==> src/rtl/axi_up_pkg.sv <==
package axi_up_pkg;

  localparam int OFS_W = 12;

  typedef struct packed {
    logic [OFS_W-1:0] ofs;
    logic [2:0]       size;
    logic [7:0]       len;
  } up_req_t;

  function automatic logic [OFS_W-1:0] size_floor(input logic [OFS_W-1:0] a,
                                                  input logic [2:0] sz);
    return a & ~((OFS_W'(1) << sz) - OFS_W'(1));
  endfunction

  function automatic logic [OFS_W-1:0] step_addr(input logic [OFS_W-1:0] a,
                                                 input logic [2:0] sz);
    return size_floor(a, sz) + (OFS_W'(1) << sz);
  endfunction

  function automatic logic [7:0] wide_len_m1(input logic [OFS_W-1:0] a,
                                             input logic [7:0] len,
                                             input logic [2:0] sz,
                                             input int wshift);
    logic [OFS_W:0] span;
    logic [OFS_W:0] last_b;
    span   = ((OFS_W+1)'(len) + (OFS_W+1)'(1)) << sz;
    last_b = {1'b0, size_floor(a, sz)} + span - (OFS_W+1)'(1);
    return 8'((last_b >> wshift) - ({1'b0, a} >> wshift));
  endfunction

  function automatic logic same_block(input logic [OFS_W-1:0] a,
                                      input logic [OFS_W-1:0] b,
                                      input int wshift);
    return (a >> wshift) == (b >> wshift);
  endfunction

endpackage

==> src/rtl/up_req_fifo.sv <==
module up_req_fifo #(
  parameter int W     = 23,
  parameter int DEPTH = 4
) (
  input  logic         clk,
  input  logic         rst_n,
  input  logic         push,
  input  logic [W-1:0] din,
  output logic         full,
  input  logic         pop,
  output logic [W-1:0] dout,
  output logic         empty
);
  localparam int PW = (DEPTH > 1) ? $clog2(DEPTH) : 1;
  localparam int CW = $clog2(DEPTH + 1);

  logic [W-1:0]  store [DEPTH];
  logic [PW-1:0] wr_ptr, rd_ptr;
  logic [CW-1:0] cnt;

  function automatic logic [PW-1:0] bump(input logic [PW-1:0] p);
    return (p == PW'(DEPTH - 1)) ? '0 : p + PW'(1);
  endfunction

  assign full  = (cnt == CW'(DEPTH));
  assign empty = (cnt == '0);
  assign dout  = store[rd_ptr];

  always_ff @(posedge clk) begin
    if (push) store[wr_ptr] <= din;
  end

  always_ff @(posedge clk) begin
    if (!rst_n) begin
      wr_ptr <= '0;
      rd_ptr <= '0;
      cnt    <= '0;
    end else begin
      if (push) wr_ptr <= bump(wr_ptr);
      if (pop)  rd_ptr <= bump(rd_ptr);
      case ({push, pop})
        2'b10:   cnt <= cnt + CW'(1);
        2'b01:   cnt <= cnt - CW'(1);
        default: cnt <= cnt;
      endcase
    end
  end

  AST_NO_OVERFLOW: assert property (@(posedge clk) disable iff (!rst_n) push |-> !full);
  AST_NO_UNDERFLOW: assert property (@(posedge clk) disable iff (!rst_n) pop |-> !empty);

endmodule

==> src/rtl/up_ar_xlate.sv <==
module up_ar_xlate
  import axi_up_pkg::*;
#(
  parameter int AW     = 32,
  parameter int NSHIFT = 3,
  parameter int WSHIFT = 5
) (
  input  logic          clk,
  input  logic          rst_n,
  input  logic          s_arvalid,
  output logic          s_arready,
  input  logic [AW-1:0] s_araddr,
  input  logic [7:0]    s_arlen,
  input  logic [2:0]    s_arsize,
  output logic          m_arvalid,
  input  logic          m_arready,
  output logic [AW-1:0] m_araddr,
  output logic [7:0]    m_arlen,
  output logic [2:0]    m_arsize,
  output logic [1:0]    m_arburst,
  input  logic          tbl_full,
  output logic          req_push,
  output up_req_t       req_data
);

  assign m_arvalid = s_arvalid & ~tbl_full;
  assign s_arready = m_arready & ~tbl_full;
  assign m_araddr  = {s_araddr[AW-1:WSHIFT], {WSHIFT{1'b0}}};
  assign m_arlen   = wide_len_m1(s_araddr[OFS_W-1:0], s_arlen, s_arsize, WSHIFT);
  assign m_arsize  = 3'(WSHIFT);
  assign m_arburst = 2'b01;
  assign req_push  = m_arvalid & m_arready;
  assign req_data  = '{ofs: s_araddr[OFS_W-1:0], size: s_arsize, len: s_arlen};

  AST_NARROW_SIZE_LEGAL: assert property (@(posedge clk) disable iff (!rst_n)
    s_arvalid |-> (s_arsize <= 3'(NSHIFT)));
  AST_AR_HOLD: assert property (@(posedge clk) disable iff (!rst_n)
    (m_arvalid && !m_arready) |=> m_arvalid);

endmodule

==> src/rtl/up_r_unpack.sv <==
module up_r_unpack
  import axi_up_pkg::*;
#(
  parameter int NDW = 64,
  parameter int WDW = 256
) (
  input  logic           clk,
  input  logic           rst_n,
  input  up_req_t        head,
  input  logic           head_valid,
  output logic           head_pop,
  input  logic           m_rvalid,
  output logic           m_rready,
  input  logic [WDW-1:0] m_rdata,
  input  logic [1:0]     m_rresp,
  input  logic           m_rlast,
  output logic           s_rvalid,
  input  logic           s_rready,
  output logic [NDW-1:0] s_rdata,
  output logic [1:0]     s_rresp,
  output logic           s_rlast
);
  localparam int LANES  = WDW / NDW;
  localparam int NSHIFT = $clog2(NDW / 8);
  localparam int WSHIFT = $clog2(WDW / 8);

  logic             mid, drain;
  logic [OFS_W-1:0] run_addr;
  logic [7:0]       run_cnt;

  logic [OFS_W-1:0] cur_addr, nxt_addr;
  logic [7:0]       cur_cnt;
  logic             narrow_last, block_change, beat_go, wide_take;
  logic [NDW-1:0]   lane_data [LANES];

  genvar g;
  generate
    for (g = 0; g < LANES; g++) begin : g_lane
      assign lane_data[g] = m_rdata[g*NDW +: NDW];
    end
  endgenerate

  assign cur_addr     = mid ? run_addr : head.ofs;
  assign cur_cnt      = mid ? run_cnt  : 8'd0;
  assign nxt_addr     = step_addr(cur_addr, head.size);
  assign narrow_last  = (cur_cnt == head.len);
  assign block_change = ~same_block(cur_addr, nxt_addr, WSHIFT);

  assign s_rvalid  = m_rvalid & head_valid & ~drain;
  assign s_rdata   = lane_data[cur_addr[WSHIFT-1:NSHIFT]];
  assign s_rresp   = m_rresp;
  assign s_rlast   = narrow_last;
  assign m_rready  = drain | (head_valid & s_rready & (block_change | narrow_last));
  assign beat_go   = s_rvalid & s_rready;
  assign wide_take = m_rvalid & m_rready;
  assign head_pop  = beat_go & narrow_last;

  always_ff @(posedge clk) begin
    if (!rst_n) begin
      mid      <= 1'b0;
      drain    <= 1'b0;
      run_addr <= '0;
      run_cnt  <= '0;
    end else begin
      if (beat_go) begin
        if (narrow_last) begin
          mid   <= 1'b0;
          drain <= ~m_rlast;
        end else begin
          mid      <= 1'b1;
          run_addr <= nxt_addr;
          run_cnt  <= cur_cnt + 8'd1;
        end
      end
      if (drain && wide_take && m_rlast) drain <= 1'b0;
    end
  end

  AST_WIDE_LAST_ALIGNED: assert property (@(posedge clk) disable iff (!rst_n)
    (wide_take && m_rlast && !drain) |-> (beat_go && s_rlast));
  AST_SVALID_HOLD: assert property (@(posedge clk) disable iff (!rst_n)
    (s_rvalid && !s_rready) |=> (s_rvalid && $stable(s_rdata)));
  AST_NO_ORPHAN_WIDE: assert property (@(posedge clk) disable iff (!rst_n)
    m_rvalid |-> (head_valid || drain));
  AST_COUNT_IN_RANGE: assert property (@(posedge clk) disable iff (!rst_n)
    mid |-> (head_valid && run_cnt <= head.len));

endmodule

==> src/rtl/axi_rd_upsizer.sv <==
module axi_rd_upsizer
  import axi_up_pkg::*;
#(
  parameter int AW        = 32,
  parameter int NDW       = 64,
  parameter int WDW       = 256,
  parameter int TBL_DEPTH = 4
) (
  input  logic           clk,
  input  logic           rst_n,
  input  logic           s_arvalid,
  output logic           s_arready,
  input  logic [AW-1:0]  s_araddr,
  input  logic [7:0]     s_arlen,
  input  logic [2:0]     s_arsize,
  output logic           s_rvalid,
  input  logic           s_rready,
  output logic [NDW-1:0] s_rdata,
  output logic [1:0]     s_rresp,
  output logic           s_rlast,
  output logic           m_arvalid,
  input  logic           m_arready,
  output logic [AW-1:0]  m_araddr,
  output logic [7:0]     m_arlen,
  output logic [2:0]     m_arsize,
  output logic [1:0]     m_arburst,
  input  logic           m_rvalid,
  output logic           m_rready,
  input  logic [WDW-1:0] m_rdata,
  input  logic [1:0]     m_rresp,
  input  logic           m_rlast
);
  localparam int NSHIFT = $clog2(NDW / 8);
  localparam int WSHIFT = $clog2(WDW / 8);
  localparam int REQ_W  = $bits(up_req_t);

  logic    tbl_full, tbl_empty, req_push, head_pop;
  up_req_t req_data, head;

  up_ar_xlate #(.AW(AW), .NSHIFT(NSHIFT), .WSHIFT(WSHIFT)) u_ar (
    .clk(clk), .rst_n(rst_n),
    .s_arvalid(s_arvalid), .s_arready(s_arready), .s_araddr(s_araddr),
    .s_arlen(s_arlen), .s_arsize(s_arsize),
    .m_arvalid(m_arvalid), .m_arready(m_arready), .m_araddr(m_araddr),
    .m_arlen(m_arlen), .m_arsize(m_arsize), .m_arburst(m_arburst),
    .tbl_full(tbl_full), .req_push(req_push), .req_data(req_data)
  );

  up_req_fifo #(.W(REQ_W), .DEPTH(TBL_DEPTH)) u_tbl (
    .clk(clk), .rst_n(rst_n),
    .push(req_push), .din(req_data), .full(tbl_full),
    .pop(head_pop), .dout(head), .empty(tbl_empty)
  );

  up_r_unpack #(.NDW(NDW), .WDW(WDW)) u_r (
    .clk(clk), .rst_n(rst_n),
    .head(head), .head_valid(~tbl_empty), .head_pop(head_pop),
    .m_rvalid(m_rvalid), .m_rready(m_rready), .m_rdata(m_rdata),
    .m_rresp(m_rresp), .m_rlast(m_rlast),
    .s_rvalid(s_rvalid), .s_rready(s_rready), .s_rdata(s_rdata),
    .s_rresp(s_rresp), .s_rlast(s_rlast)
  );

  AST_FULL_BLOCKS_AR: assert property (@(posedge clk) disable iff (!rst_n)
    tbl_full |-> (!s_arready && !m_arvalid));

endmodule

==> config.mk <==
export PLATFORM = sky130hd
export DESIGN_NAME = axi_rd_upsizer
export DESIGN_NICKNAME = d
export VERILOG_FILES = /design/src/rtl/axi_up_pkg.sv /design/src/rtl/up_req_fifo.sv /design/src/rtl/up_ar_xlate.sv /design/src/rtl/up_r_unpack.sv /design/src/rtl/axi_rd_upsizer.sv
export SDC_FILE = /design/constraint.sdc
export NUM_CORES = 1
export LEC_CHECK = 0
export BUFFER_PORTS_ARGS = -buffer_cell sky130_fd_sc_hd__buf_2
export CAP_MARGIN = 20
export CELL_PAD_IN_SITES_DETAIL_PLACEMENT = 0
export CELL_PAD_IN_SITES_GLOBAL_PLACEMENT = 1
export CORE_AREA = 2 2 167 169
export DETAILED_ROUTE_END_ITERATION = 16
export DIE_AREA = 0 0 169 171
export HOLD_SLACK_MARGIN = 0.03
export PLACE_DENSITY_LB_ADDON = 0.1
export SYNTH_ARGS = -nofsm -noshare
export SYNTH_HDL_FRONTEND = slang
export SYNTH_SLANG_ARGS = --single-unit
==> constraint.sdc <==
create_clock -name clk -period 17.9 [get_ports clk]
set_clock_uncertainty 0.2 [all_clocks]
set_input_delay 2.685 -clock clk [delete_from_list [all_inputs] [get_ports clk]]
set_output_delay 2.685 -clock clk [all_outputs]
set_load 0.02 [all_outputs]
==> run metrics, run 1 <==
clk buf depth 2; combinational share of power 34.7%; met2 Resource Use GR 39.0%; switching pwr 337 uW; Final Max Tran Viols 0; crit path kind input pin to primary output; # clock sinks 118; dpl cells 1749; Hold Fails Final Rpt 0; largest net degree at the start of global routing 84; core area 27300 sq um; most frequent cells in the layout buf_2, nand2_1, edfxtp_1; DIE AREA 28900 sq um; CP top delay family compound AO/OA/AOI/OAI gates; clk_lat worst skew 0.42 ns; final net count 1774; antenna viol nets, final 0; slowest CP cell ha_1; 1st-iter DRT viols 606; final setup violation count 0; RSZ-0062 raised after global routing false; Seq/Total Area, Yosys 34.8%; Die Y-Extent 171 microns; power per cell area 82.8 nW/um^2; Total Routed Length 34.6 mm; Rel. slew slack 40.2%; FFs w/ async S/R, synth 0%; I/O Pins 424; vias 8998; Syn Area/Cell 8.27 sq um; worst min path class flop to flop; CP Buf/Inv Count 4; IO buf count 369; layout cells sized above 1 32.0%; worst-path fanout max 10; root buffer cell clkbuf_16; Synth Warn # 0; Tcrit/Tclk final 58.5%; first-pass GRT wire length 49.9 mm; Yosys reg bits 118; H-tree depth 4; number of enable flip-flop cells after synthesis 88; dominant synthesized flop cell edfxtp_1; dpl hpwl 26.3 mm; Clock power frac 34.2%; CTS tree built; met3 global-route usage 4.58%; Initial Util 34.1%; die width 169 microns; minimum clock period 10.48 ns; most frequent CP cell ha_1; DRT Pass-1 Iters 8; GRT overflow 0; Layout Area Growth over Synthesis 25.8%; Startpoint Class input pin; vias in the first global route 8358; worst slew pin tran 0.898 ns; Max VDD drop 0.0000742 V; Data required, critical path 15.01 ns; Tot GR Track Use 22.8%; Pint 633 uW; Net Sw Frac 34.7%; number of buffers created by CTS 17; Max-Cap Viols 0; multi-input logic area 5330 sq um; M1 GR Usage 29.2%; # DRC 0; Most Used Layer, Global Route met2; WL/cell 19.4 microns; Final Util 42.9%; CP max stage delay 0.39 ns; initial antenna violation count 2; Post-CTS Setup Bufs 0; Pleak 0.00535 uW; Worst-path clk slew 0.06 ns; Post-CTS Resized 0; status complete, no violations; commonest non-fill, non-tap cell in the layout buf_2; distinct cell type count after synthesis 70; GP Congestion 0.797; Netlist Area Pre-Place 9310 sq um; Layout fillers 2895; setup TNS 0 ns; number of core rows 61; via/cell ratio 5.05; Hold Buf Count CTS 0; fin cells 1782; register area 3240 sq um; WP data arrival 7.60 ns; endpoint type of the worst setup path primary output; fmax 95.4 MHz; share of power burned in registers 31.1%; Cells after Synth 1126
==> registers in the layout, summed over array words and instances, names as in the netlist, named ones only <==
signal / cells
u_tbl.rd_ptr: 2
u_r.run_cnt: 8
u_r.mid: 1
u_tbl.store: 88
u_tbl.wr_ptr: 2
u_tbl.cnt: 3
u_r.run_addr: 11
u_r.drain: 1
==> path summary, 6_finish.rpt <==
check,startpoint,to,slack [ns],cells after the start
worst min-delay path,u_tbl.rd_ptr[0],flop,0.29,2
worst max-delay path,s_arlen[0],m_arlen[7],7.42,28
worst max register to register,flop,u_r.run_addr[9],13.21,16
worst min register to register,u_tbl.rd_ptr[0],flop,0.29,2
==> Yosys cell counts (3+ instances only) <==
cell type | count | area share, %
ha_1 | 42 | 5.6
clkbuf_1 | 60 | 2.4
nor2_1 | 39 | 1.6
buf_4 | 40 | 3.2
dfxtp_1 | 30 | 6.5
inv_1 | 50 | 2.0
a21boi_0 | 5 | 0.40
buf_6 | 5 | 0.60
xor2_1 | 16 | 1.5
or3_1 | 7 | 0.47
nand3b_1 | 7 | 0.56
and3_1 | 74 | 5.0
o211ai_1 | 3 | 0.24
mux2i_1 | 15 | 1.6
a21boi_1 | 4 | 0.32
nand3_1 | 14 | 0.75
edfxtp_1 | 88 | 28
nand2b_1 | 7 | 0.47
mux4_2 | 22 | 5.3
a32oi_1 | 4 | 0.38
nor3_1 | 7 | 0.38
o22ai_1 | 3 | 0.20
a21oi_1 | 30 | 1.6
xnor2_1 | 17 | 1.6
mux2_2 | 5 | 0.60
a22oi_1 | 5 | 0.40
buf_2 | 5 | 0.27
o21ai_0 | 30 | 1.6
a31oi_1 | 69 | 4.6
nand2_1 | 337 | 14
o211a_1 | 4 | 0.43
nand4_1 | 4 | 0.27
nor2b_1 | 20 | 1.3
and2_1 | 8 | 0.54
o21a_1 | 6 | 0.48
==> worst register-to-register path: cells and delay by family, from the launching register on <==
family	cells	cell delay [ns]
multiplexers	1	0.76
buffers and inverters	1	0.40
adder cells (fa/ha/maj)	3	1.18
AO/OA/AOI/OAI	4	0.66
AND/OR/NAND/NOR	7	1.08
flip-flops	1	0.31
==> per-layer routing <==
layer	up-vias	share of wire, %
li1	4476	-
met1	4156	42
met2	332	49
met3	34	6.7
met4	0	2.0
met5	-	0
==> layout make-up <==
class,instances,share of cell area (%)
Clock buffer,18,3.66
Antenna cell,1,0.0214
Clock inverter,14,1.29
Sequential cell,118,27.7
Inverter,51,1.63
Timing Repair Buffer,381,16.5
Tap cell,346,3.70
Multi-Input combinational cell,853,45.5
==> cell families after synthesis <==
group / count (synthesis) / synth area share [%]
muxes: 43 / 7.69
DFF: 118 / 34.8
and+or+nand+nor: 536 / 26.1
adders and majority gates: 45 / 6.18
xor gates and xnor gates: 33 / 3.10
buffers and inverters: 163 / 8.66
other: 2 / 0.0807
AOI/OAI and AO/OA: 186 / 13.3
==> power by group through the flow <==
stage / Clock [uW] / Combinational, uW / Sequential, uW
after floorplan: 0 / 225 / 306
after global routing: 350 / 372 / 302
after detailed placement: 0 / 338 / 307
final: 332 / 337 / 301
after global placement: 0 / 339 / 307
after CTS: 338 / 340 / 301
==> stage by stage <==
stage	hold WS [ns]	total power (uW)	setup WS (ns)	instance area, sq um
after global routing	0.326	1020	6.87	11700
after global placement	0.274	645	7.46	11100
after floorplan	0.256	532	7.54	9340
final	0.292	970	7.42	11700
after CTS	0.295	980	7.41	11700
after detailed placement	0.283	645	7.45	11100
Power figures use the tool's default switching activity.
==> run 2, diff against run 1 <==
--- a/config.mk
+++ b/config.mk
@@ -9,9 +9,9 @@
 export CAP_MARGIN = 20
 export CELL_PAD_IN_SITES_DETAIL_PLACEMENT = 0
 export CELL_PAD_IN_SITES_GLOBAL_PLACEMENT = 1
-export CORE_AREA = 2 2 167 169
+export CORE_ASPECT_RATIO = 1.1
+export CORE_UTILIZATION = 31
 export DETAILED_ROUTE_END_ITERATION = 16
-export DIE_AREA = 0 0 169 171
 export HOLD_SLACK_MARGIN = 0.03
 export PLACE_DENSITY_LB_ADDON = 0.1
 export SYNTH_ARGS = -nofsm -noshare
==> constraint.sdc (replaced) <==
create_clock -name clk -period 9.1 [get_ports clk]
set_clock_uncertainty 0.2 [all_clocks]
set_input_delay 1.365 -clock clk [delete_from_list [all_inputs] [get_ports clk]]
set_output_delay 1.365 -clock clk [all_outputs]
set_load 0.02 [all_outputs]
==> run 2 against run 1 <==
  * Cell area increased by 0.29%
  * Clock-buffer cell count down 1
  * Critical path depth down 2
  * Via count barely moved
  * Register-to-register slack got worse by 8.7 ns
  * Sequential cell count unchanged
  * Core utilization decreased by 3.1 points
  * Final cell count up 1.8%
  * Sequential share of layout area is 0.080 points lower
  * Wire length fell by 1.2%
  * Power up 94%
==> run metrics, run 2 (same netlist as run 1, synthesis figures left out) <==
I/O Pins 424; number of core rows 66; Post-CTS Resized 0; WL/cell 18.9 microns; worst min path class flop to flop; Startpoint Class input pin; slowest CP cell or3_1; CP Buf/Inv Count 4; status complete, no violations; IO buf count 369; dpl hpwl 26.5 mm; DIE AREA 30700 sq um; CP top delay family compound AO/OA/AOI/OAI gates; CTS tree built; endpoint type of the worst setup path primary output; fmax 127 MHz; Post-CTS Setup Bufs 0; hold path cells 2; # clock sinks 118; min-delay src u_tbl.rd_ptr[0]; antenna viol nets, final 0; setup TNS 0 ns; Tcrit/Tclk final 86.4%; GRT overflow 0; commonest non-fill, non-tap cell in the layout buf_2; power per cell area 161 nW/um^2; RSZ-0062 raised after global routing false; DRT Pass-1 Iters 5; Total Routed Length 34.2 mm; final net count 1775; via/cell ratio 4.96; GP Congestion 0.853; Final Max Tran Viols 0; first-pass GRT wire length 50.1 mm; Hold Buf Count CTS 0; number of buffers created by CTS 17; DR top layer met4; hold slack 0.294 ns; met2 routed wirelength 16.9 mm; die width 167 microns; root buffer cell clkbuf_16; CP max stage delay 0.42 ns; crit path kind input pin to primary output; minimum clock period 7.86 ns; worst slew pin tran 0.830 ns; met1 wire length 14.2 mm; R2R Path End u_r.run_addr[9]; met3 routed WL 2.06 mm; largest register by flop count u_tbl.store; final setup violation count 0; # DRC 0; Final Util 39.7%; R2R cell count 16; most frequent CP cell ha_1; Worst-path clk slew 0.06 ns; Pleak 0.00534 uW; Max VDD drop 0.000220 V; worst-path fanout max 34; initial antenna violation count 5; H-tree depth 4; most frequent cells in the layout buf_2, nand2_1, edfxtp_1; vias 8994; Die Y-Extent 184 microns; clk_lat worst skew 0.42 ns; largest net degree at the start of global routing 82; Tot GR Track Use 21.5%; Layout Area Growth over Synthesis 26.2%; WP data arrival 6.29 ns; Max-Cap Viols 0; Layout fillers 3147; Hold Fails Final Rpt 0; biggest regs u_tbl.store: 88 flops, u_r.run_addr: 11 flops, u_r.run_cnt: 8 flops; Rel. slew slack 44.6%; layout cells sized above 1 32.0%; flop2flop setup slack 4.47 ns; clk buf depth 2; Data required, critical path 7.54 ns; Initial Util 31.5%; 1st-iter DRT viols 487; vias in the first global route 8509; core area 29600 sq um; max FFs per register 88
==> run 2: cell types whose count changed in the layout (fill, tap and decap cells not counted), moves of 2 or more <==
| cell | delta |
|---|---|
| clkinv_2 | -3 |
| clkinvlp_4 | +3 |
| diode_2 | +3 |
| clkinv_4 | -2 |
| inv_6 | +2 |
==> run 2: tightest hold or removal path, stage by stage, from the launching register on <==
cell	delay [ns]
dfxtp_1	0.32
nand2_1	0.06
a21boi_1	0.07
==> run 2: per-stage QoR <==
step / total power, uW / std cells / worst slack [ns] / area, sq um
floorplan: 1050 / 1134 / 1.38 / 9340
global placement: 1260 / 1778 / 1.30 / 11200
detailed placement: 1260 / 1778 / 1.23 / 11200
CTS: 1910 / 1810 / 1.20 / 11700
global route: 2000 / 1814 / 0.717 / 11700
finish: 1890 / 1814 / 1.24 / 11700
==> run 2: worst max path at each step <==
stage	start	end	slack (ns)	depth (start not counted)
2_1_floorplan	s_arsize[0]	m_arlen[7]	1.38	27
3_3_place_gp	s_arlen[0]	m_arlen[7]	1.30	28
3_5_place_dp	s_arsize[0]	m_arlen[7]	1.23	26
4_1_cts	s_arlen[0]	m_arlen[7]	1.20	28
5_1_grt	s_arlen[0]	m_arlen[7]	0.72	28
6_report	s_arsize[0]	m_arlen[7]	1.24	26
==> run 2: layout make-up <==
class	count	area, sq um	area share, %
clock inverters	15	144	1.22
repair buffers	382	1940	16.6
flip-flops and latches	118	3240	27.6
clock buffers	17	425	3.62
inverters	51	191	1.63
diodes	4	10.0	0.0852
multi-input cells	853	5320	45.3
well taps	374	468	3.98
==> run 2: where the power goes <==
part	switching [uW]	internal, uW
Combinational	408	251
Clock	255	380
Sequential	3.51	589
==> run 2: metal layers <==
layer,up-vias,global-route usage [%]
li1,4480,-
met1,4162,26.1
met2,306,36.6
met3,46,4.69
met4,0,9.69
met5,-,0
